File: src/rtl/bss_pkg.sv
package bss_pkg;

  typedef enum logic [2:0] {
    DST_QLOAD  = 3'd0,
    DST_NONE   = 3'd1,
    DST_RAM_YA = 3'd2,
    DST_RAM    = 3'd3,
    DST_DN_RQ  = 3'd4,
    DST_DN_R   = 3'd5,
    DST_UP_RQ  = 3'd6,
    DST_UP_R   = 3'd7
  } dest_t;

  typedef enum logic [1:0] {
    SH_NONE = 2'd0,
    SH_DOWN = 2'd1,
    SH_UP   = 2'd2
  } shdir_t;

  typedef struct packed {
    logic   ram_we;
    logic   q_we;
    logic   q_from_f;
    logic   y_sel_a;
    shdir_t dir;
  } dec_t;

endpackage

File: src/rtl/bss_dest_decode.sv
module bss_dest_decode
  import bss_pkg::*;
(
  input  logic [2:0] dest,
  output dec_t       dec
);

  always_comb begin
    dec = '{ram_we: 1'b0, q_we: 1'b0, q_from_f: 1'b0, y_sel_a: 1'b0, dir: SH_NONE};
    case (dest_t'(dest))
      DST_QLOAD:  begin dec.q_we = 1'b1; dec.q_from_f = 1'b1; end
      DST_NONE:   ;
      DST_RAM_YA: begin dec.ram_we = 1'b1; dec.y_sel_a = 1'b1; end
      DST_RAM:    dec.ram_we = 1'b1;
      DST_DN_RQ:  begin dec.ram_we = 1'b1; dec.q_we = 1'b1; dec.dir = SH_DOWN; end
      DST_DN_R:   begin dec.ram_we = 1'b1; dec.dir = SH_DOWN; end
      DST_UP_RQ:  begin dec.ram_we = 1'b1; dec.q_we = 1'b1; dec.dir = SH_UP; end
      DST_UP_R:   begin dec.ram_we = 1'b1; dec.dir = SH_UP; end
      default:    ;
    endcase
  end

endmodule

File: src/rtl/bss_shifter.sv
module bss_shifter
  import bss_pkg::*;
#(
  parameter int W = 4
) (
  input  logic [W-1:0] din,
  input  shdir_t       dir,
  input  logic         lsb_in,
  input  logic         msb_in,
  output logic [W-1:0] dout,
  output logic         lsb_out,
  output logic         lsb_oe,
  output logic         msb_out,
  output logic         msb_oe
);

  always_comb begin
    dout    = din;
    lsb_out = 1'b0;
    lsb_oe  = 1'b0;
    msb_out = 1'b0;
    msb_oe  = 1'b0;
    case (dir)
      SH_DOWN: begin
        dout    = {msb_in, din[W-1:1]};
        lsb_out = din[0];
        lsb_oe  = 1'b1;
      end
      SH_UP: begin
        dout    = {din[W-2:0], lsb_in};
        msb_out = din[W-1];
        msb_oe  = 1'b1;
      end
      default: ;
    endcase
  end

  // a shifter never drives both of its end ports at once
  always_comb begin
    a_r7_one_port: assert ($onehot0({lsb_oe, msb_oe}))
      else $error("both shift ports enabled");
  end

endmodule

File: src/rtl/bss_regfile.sv
module bss_regfile #(
  parameter int W  = 4,
  parameter int AW = 4
) (
  input  logic          clk,
  input  logic          we,
  input  logic [AW-1:0] waddr,
  input  logic [W-1:0]  wdata,
  input  logic [AW-1:0] raddr_a,
  input  logic [AW-1:0] raddr_b,
  output logic [W-1:0]  rdata_a,
  output logic [W-1:0]  rdata_b
);

  localparam int DEPTH = 1 << AW;

  logic [W-1:0] mem [DEPTH];

  // Registered reads sample the array before this edge's write lands.
  always_ff @(posedge clk) begin
    if (we) mem[waddr] <= wdata;
    rdata_a <= mem[raddr_a];
    rdata_b <= mem[raddr_b];
  end

endmodule

File: src/rtl/bitslice_store.sv
module bitslice_store
  import bss_pkg::*;
#(
  parameter int W  = 4,
  parameter int AW = 4
) (
  input  logic          clk,
  input  logic          rst,
  input  logic [2:0]    dest,
  input  logic [AW-1:0] a_addr,
  input  logic [AW-1:0] b_addr,
  input  logic [W-1:0]  f,
  input  logic          ram_lsb_in,
  input  logic          ram_msb_in,
  input  logic          q_lsb_in,
  input  logic          q_msb_in,
  output logic [W-1:0]  a_data,
  output logic [W-1:0]  b_data,
  output logic [W-1:0]  q_data,
  output logic [W-1:0]  y,
  output logic          ram_lsb_out,
  output logic          ram_lsb_oe,
  output logic          ram_msb_out,
  output logic          ram_msb_oe,
  output logic          q_lsb_out,
  output logic          q_lsb_oe,
  output logic          q_msb_out,
  output logic          q_msb_oe
);

  dec_t         dec;
  logic [W-1:0] ram_wdata;
  logic [W-1:0] q_shifted;
  logic [W-1:0] q_reg;

  bss_dest_decode u_dec (
    .dest (dest),
    .dec  (dec)
  );

  bss_shifter #(.W(W)) u_ram_sh (
    .din     (f),
    .dir     (dec.dir),
    .lsb_in  (ram_lsb_in),
    .msb_in  (ram_msb_in),
    .dout    (ram_wdata),
    .lsb_out (ram_lsb_out),
    .lsb_oe  (ram_lsb_oe),
    .msb_out (ram_msb_out),
    .msb_oe  (ram_msb_oe)
  );

  bss_shifter #(.W(W)) u_q_sh (
    .din     (q_reg),
    .dir     (dec.dir),
    .lsb_in  (q_lsb_in),
    .msb_in  (q_msb_in),
    .dout    (q_shifted),
    .lsb_out (q_lsb_out),
    .lsb_oe  (q_lsb_oe),
    .msb_out (q_msb_out),
    .msb_oe  (q_msb_oe)
  );

  bss_regfile #(.W(W), .AW(AW)) u_rf (
    .clk     (clk),
    .we      (dec.ram_we),
    .waddr   (b_addr),
    .wdata   (ram_wdata),
    .raddr_a (a_addr),
    .raddr_b (b_addr),
    .rdata_a (a_data),
    .rdata_b (b_data)
  );

  always_ff @(posedge clk) begin
    if (rst)           q_reg <= '0;
    else if (dec.q_we) q_reg <= dec.q_from_f ? f : q_shifted;
  end

  assign q_data = q_reg;
  assign y      = dec.y_sel_a ? a_data : f;

  // code 0 moves F into Q
  a_r1_q_load: assert property (@(posedge clk) disable iff (rst)
    (dest == 3'd0) |=> (q_data == $past(f)));

  // codes that do not target Q leave it alone
  a_r3_q_hold: assert property (@(posedge clk) disable iff (rst)
    (dest == 3'd1 || dest == 3'd2 || dest == 3'd3 || dest == 3'd5 || dest == 3'd7)
    |=> $stable(q_data));

  // Q down shift fills the MSB from the serial input
  a_r5_q_down: assert property (@(posedge clk) disable iff (rst)
    (dest == 3'd4) |=> (q_data == {$past(q_msb_in), $past(q_data[W-1:1])}));

  // Q up shift fills the LSB from the serial input
  a_r6_q_up: assert property (@(posedge clk) disable iff (rst)
    (dest == 3'd6) |=> (q_data == {$past(q_data[W-2:0]), $past(q_lsb_in)}));

  // no port drives during unshifted codes
  a_r7_quiet_ports: assert property (@(posedge clk) disable iff (rst)
    (dest[2] == 1'b0) |-> !(ram_lsb_oe || ram_msb_oe || q_lsb_oe || q_msb_oe));

endmodule

File: config.mk
export PLATFORM = sky130hd
export DESIGN_NAME = bitslice_store
export DESIGN_NICKNAME = d
export VERILOG_FILES = /design/src/rtl/bss_pkg.sv /design/src/rtl/bss_dest_decode.sv /design/src/rtl/bss_shifter.sv /design/src/rtl/bss_regfile.sv /design/src/rtl/bitslice_store.sv
export SDC_FILE = /design/constraint.sdc
export NUM_CORES = 1
export LEC_CHECK = 0
export ABC_AREA = 1
export BUFFER_PORTS_ARGS = -buffer_cell sky130_fd_sc_hd__clkbuf_2
export CORE_AREA = 4 4 99 101
export CTS_CLUSTER_DIAMETER = 150
export CTS_CLUSTER_SIZE = 16
export DETAILED_ROUTE_END_ITERATION = 12
export DIE_AREA = 0 0 103 105
export GPL_ROUTABILITY_DRIVEN = 0
export PLACE_DENSITY = 0.68
export SLEW_MARGIN = 15
export SYNTH_ARGS = -nofsm -noshare
export SYNTH_HDL_FRONTEND = slang
export SYNTH_SLANG_ARGS = --single-unit
File: constraint.sdc
create_clock -name clk -period 5.1 [get_ports clk]
set_input_delay 0.255 -clock clk [delete_from_list [all_inputs] [get_ports clk]]
set_output_delay 0.255 -clock clk [all_outputs]
set_load 0.02 [all_outputs]
==> flow_metrics.py <==
metrics = {
    "outcome": {
        "outcome": "completed",
    },
    "final_layout": {
        "drive_gt1_frac": 0.141,
        "utilization": 0.529,
        "seq_area_um2": 2160,
        "multi_input_area_um2": 1670,
        "n_antenna_cell": 0,
        "finalInstanceArea_um2": 4770,
        "layout_common_cells": "266 x nand2_1, 82 x inv_1, 64 x edfxtp_1",
        "fin_cells": 734,
        "nets": 642,
        "final_common_cell": "nand2_1",
        "fill_cells": 869,
        "syn_to_final_growth_pct": 9.20,
    },
    "global_routing": {
        "met3_usage": 0.0461,
        "grt_usage": 0.215,
        "antenna_found_initial": 0,
        "grt_max_degree": 36,
        "grt_pass1_vias": 3405,
        "busiest_layer": "met2",
        "grt_pass1_wl_um": 17700,
        "globalRoute.totalOverflow": 0,
        "use_met2": 0.337,
        "met1_usage": 0.293,
    },
    "power_and_ir_drop": {
        "internal_power_mw": 1.05,
        "power_frac_clock": 0.343,
        "leakagePower_nw": 2.44,
        "p_total_mw": 1.45,
        "p_switching_mw": 0.401,
        "p_seq_frac": 0.501,
        "ir_drop_mv": 0.136,
        "power_density_nw_per_um2": 305,
        "pwr-share-comb": 0.156,
        "swShare": 0.276,
    },
    "die": {
        "die_area_um2": 10800,
        "die_w_um": 103,
        "boundaryPins": 45,
        "core-area_um2": 9020,
        "rows": 35,
        "die_h_um": 105,
        "initial_utilization": 0.484,
    },
    "run": {
        "drv_cap": 0,
    },
    "clock_network": {
        "clockBufferDepth": 2,
        "cts_setup_buffers": 0,
        "numClockSinks": 76,
        "numCtsBuffers": 9,
        "cts-htree-levels": 3,
        "clockRootBuffer": "clkbuf_8",
        "cts_tree": "built",
        "cts_resized": 0,
        "postCtsHoldBufs": 0,
        "clk_pin_slew_worst_paths_ns": 0.08,
        "clock_latency_ns": 0.35,
    },
    "synthesis": {
        "ys_seq_area_frac": 0.495,
        "synthXorXnorAreaFrac": 0,
        "yosysWarnings": 0,
        "syn_area_um2": 4370,
        "synth_adder_area_share": 0.00860,
        "syn_avg_cell_area_um2": 7.49,
        "synth_cell_type_count": 19,
        "synth_top_family_by_area": "simple AND/OR/NAND/NOR gates",
        "async_flop_share": 0,
        "synth-seq-cells": 76,
        "yosys_most_used_dff": "edfxtp_1",
        "netlist_instances": 583,
        "synth.area.mux_share": 0,
        "synth_edf_count": 64,
        "synth_nets": 607,
        "synth_compound_area_frac": 0.0264,
        "yosys.area_share.simple": 0.346,
    },
    "route": {
        "wl_per_cell_um": 15.3,
        "vias": 3715,
        "drt_iter0_markers": 299,
        "via_per_inst": 5.06,
        "drtPass1Iterations": 5,
        "wl_um": 11300,
        "final_antenna_net_count": 0,
        "post-route-drc-count": 0,
    },
    "timing": {
        "finalClockSkew_ns": 0.00570,
        "period_share": 0.327,
        "setup_viol": 0,
        "hold_violations": 0,
        "min_period_ns": 1.67,
        "drv_slew": 0,
        "max_slew.worst_pin.slew_ns": 0.676,
        "setup_tns_ns": 0,
        "max_freq_ghz": 0.599,
        "rsz0062_at_grt": "false",
        "slew_headroom": 0.550,
    },
    "placed_design": {
        "io_buffer_count": 44,
        "dp_hpwl_um": 8120,
        "dpl-instance-area_um2": 4550,
        "placed_cells_incl_taps": 718,
    },
    "worst_setup_path": {
        "crit_fanout": 35,
        "required_ns": 5.10,
        "crit_type": "in2reg",
        "r2r_start": "u_rf.mem[14][1]",
        "cp_data_arrival_time_ns": 1.66,
        "setup.worst_path.start_class": "input pin",
        "startpoint": "b_addr[0]",
        "cp-end-kind": "flop",
    },
    "min_path": {
        "hp-start": "rst",
        "worstHoldPathType": "in2reg",
    },
}
registers in the layout (all words and copies together), names as in the netlist:
| signal | count |
|---|---|
| q_data | 4 |
| u_rf.mem | 64 |
| u_rf.rdata_a | 4 |
| u_rf.rdata_b | 4 |
cells by family (layout without fill, tap and decap cells):
kind of cell,Yosys count,in the layout
buf+inv,111,151
fa+ha+maj,3,3
simple gates,372,372
compound gates,21,21
flops,76,76
layer usage:
metal  routed length (um)  share of wire  vias up
met5                    0              0        -
met4                  180          0.016        0
met3                  951          0.084       15
met2                 5280           0.47      154
met1                 4850           0.43     1684
li1                     -              -     1862
worst paths after layout:
check                     to  slack [ns]  cells past startpoint
max           u_rf.mem[6][3]        3.43                      5
min                q_data[0]        0.19                      4
max reg2reg  u_rf.rdata_b[1]        4.03                      8
min reg2reg        q_data[0]        0.57                      4
worst max-delay path: stages:
cell and delay, ns:
clkbuf_2 0.08, buf_4 0.25, inv_8 0.28, nand3_1 0.28, nor2_1 0.49
synth_stat cells, types with 4 or more instances:
cell      number  share of area
nand2_1      266           0.23
inv_1         82          0.070
edfxtp_1      64           0.44
nand3_1       53          0.061
nor2_1        33          0.028
nand2_2       20          0.029
dfxtp_1       12          0.055
a21oi_1        9          0.010
o21ai_0        8         0.0092
buf_2          7         0.0080
buf_4          7          0.012
buf_6          5          0.013
a22oi_1        4         0.0069
power by group through the flow:
| stage | logic, mW | registers, mW | clock network [mW] |
|---|---|---|---|
| after floorplan | 0.146 | 0.752 | 0 |
| after global placement | 0.225 | 0.742 | 0 |
| after detailed placement | 0.226 | 0.743 | 0 |
| after CTS | 0.227 | 0.729 | 0.506 |
| after global routing | 0.254 | 0.731 | 0.536 |
| final | 0.227 | 0.729 | 0.499 |
metrics by stage:
| stage | setup WS (ns) | hold slack (ns) |
|---|---|---|
| floorplan | 3.27 | 0.389 |
| global route | 3.36 | 0.224 |
| CTS | 3.44 | 0.170 |
| finish | 3.43 | 0.190 |
| detailed placement | 3.06 | 0.555 |
| global placement | 3.14 | 0.543 |
area by class of cell:
class	instances	share of cell area
Sequential cell	76	0.453
Inverter	86	0.0693
Clock inverter	7	0.0189
Tap cell	111	0.0291
Multi-Input combinational cell	396	0.349
Clock buffer	9	0.0260
Timing Repair Buffer	49	0.0541
Power figures use the tool's default switching activity.
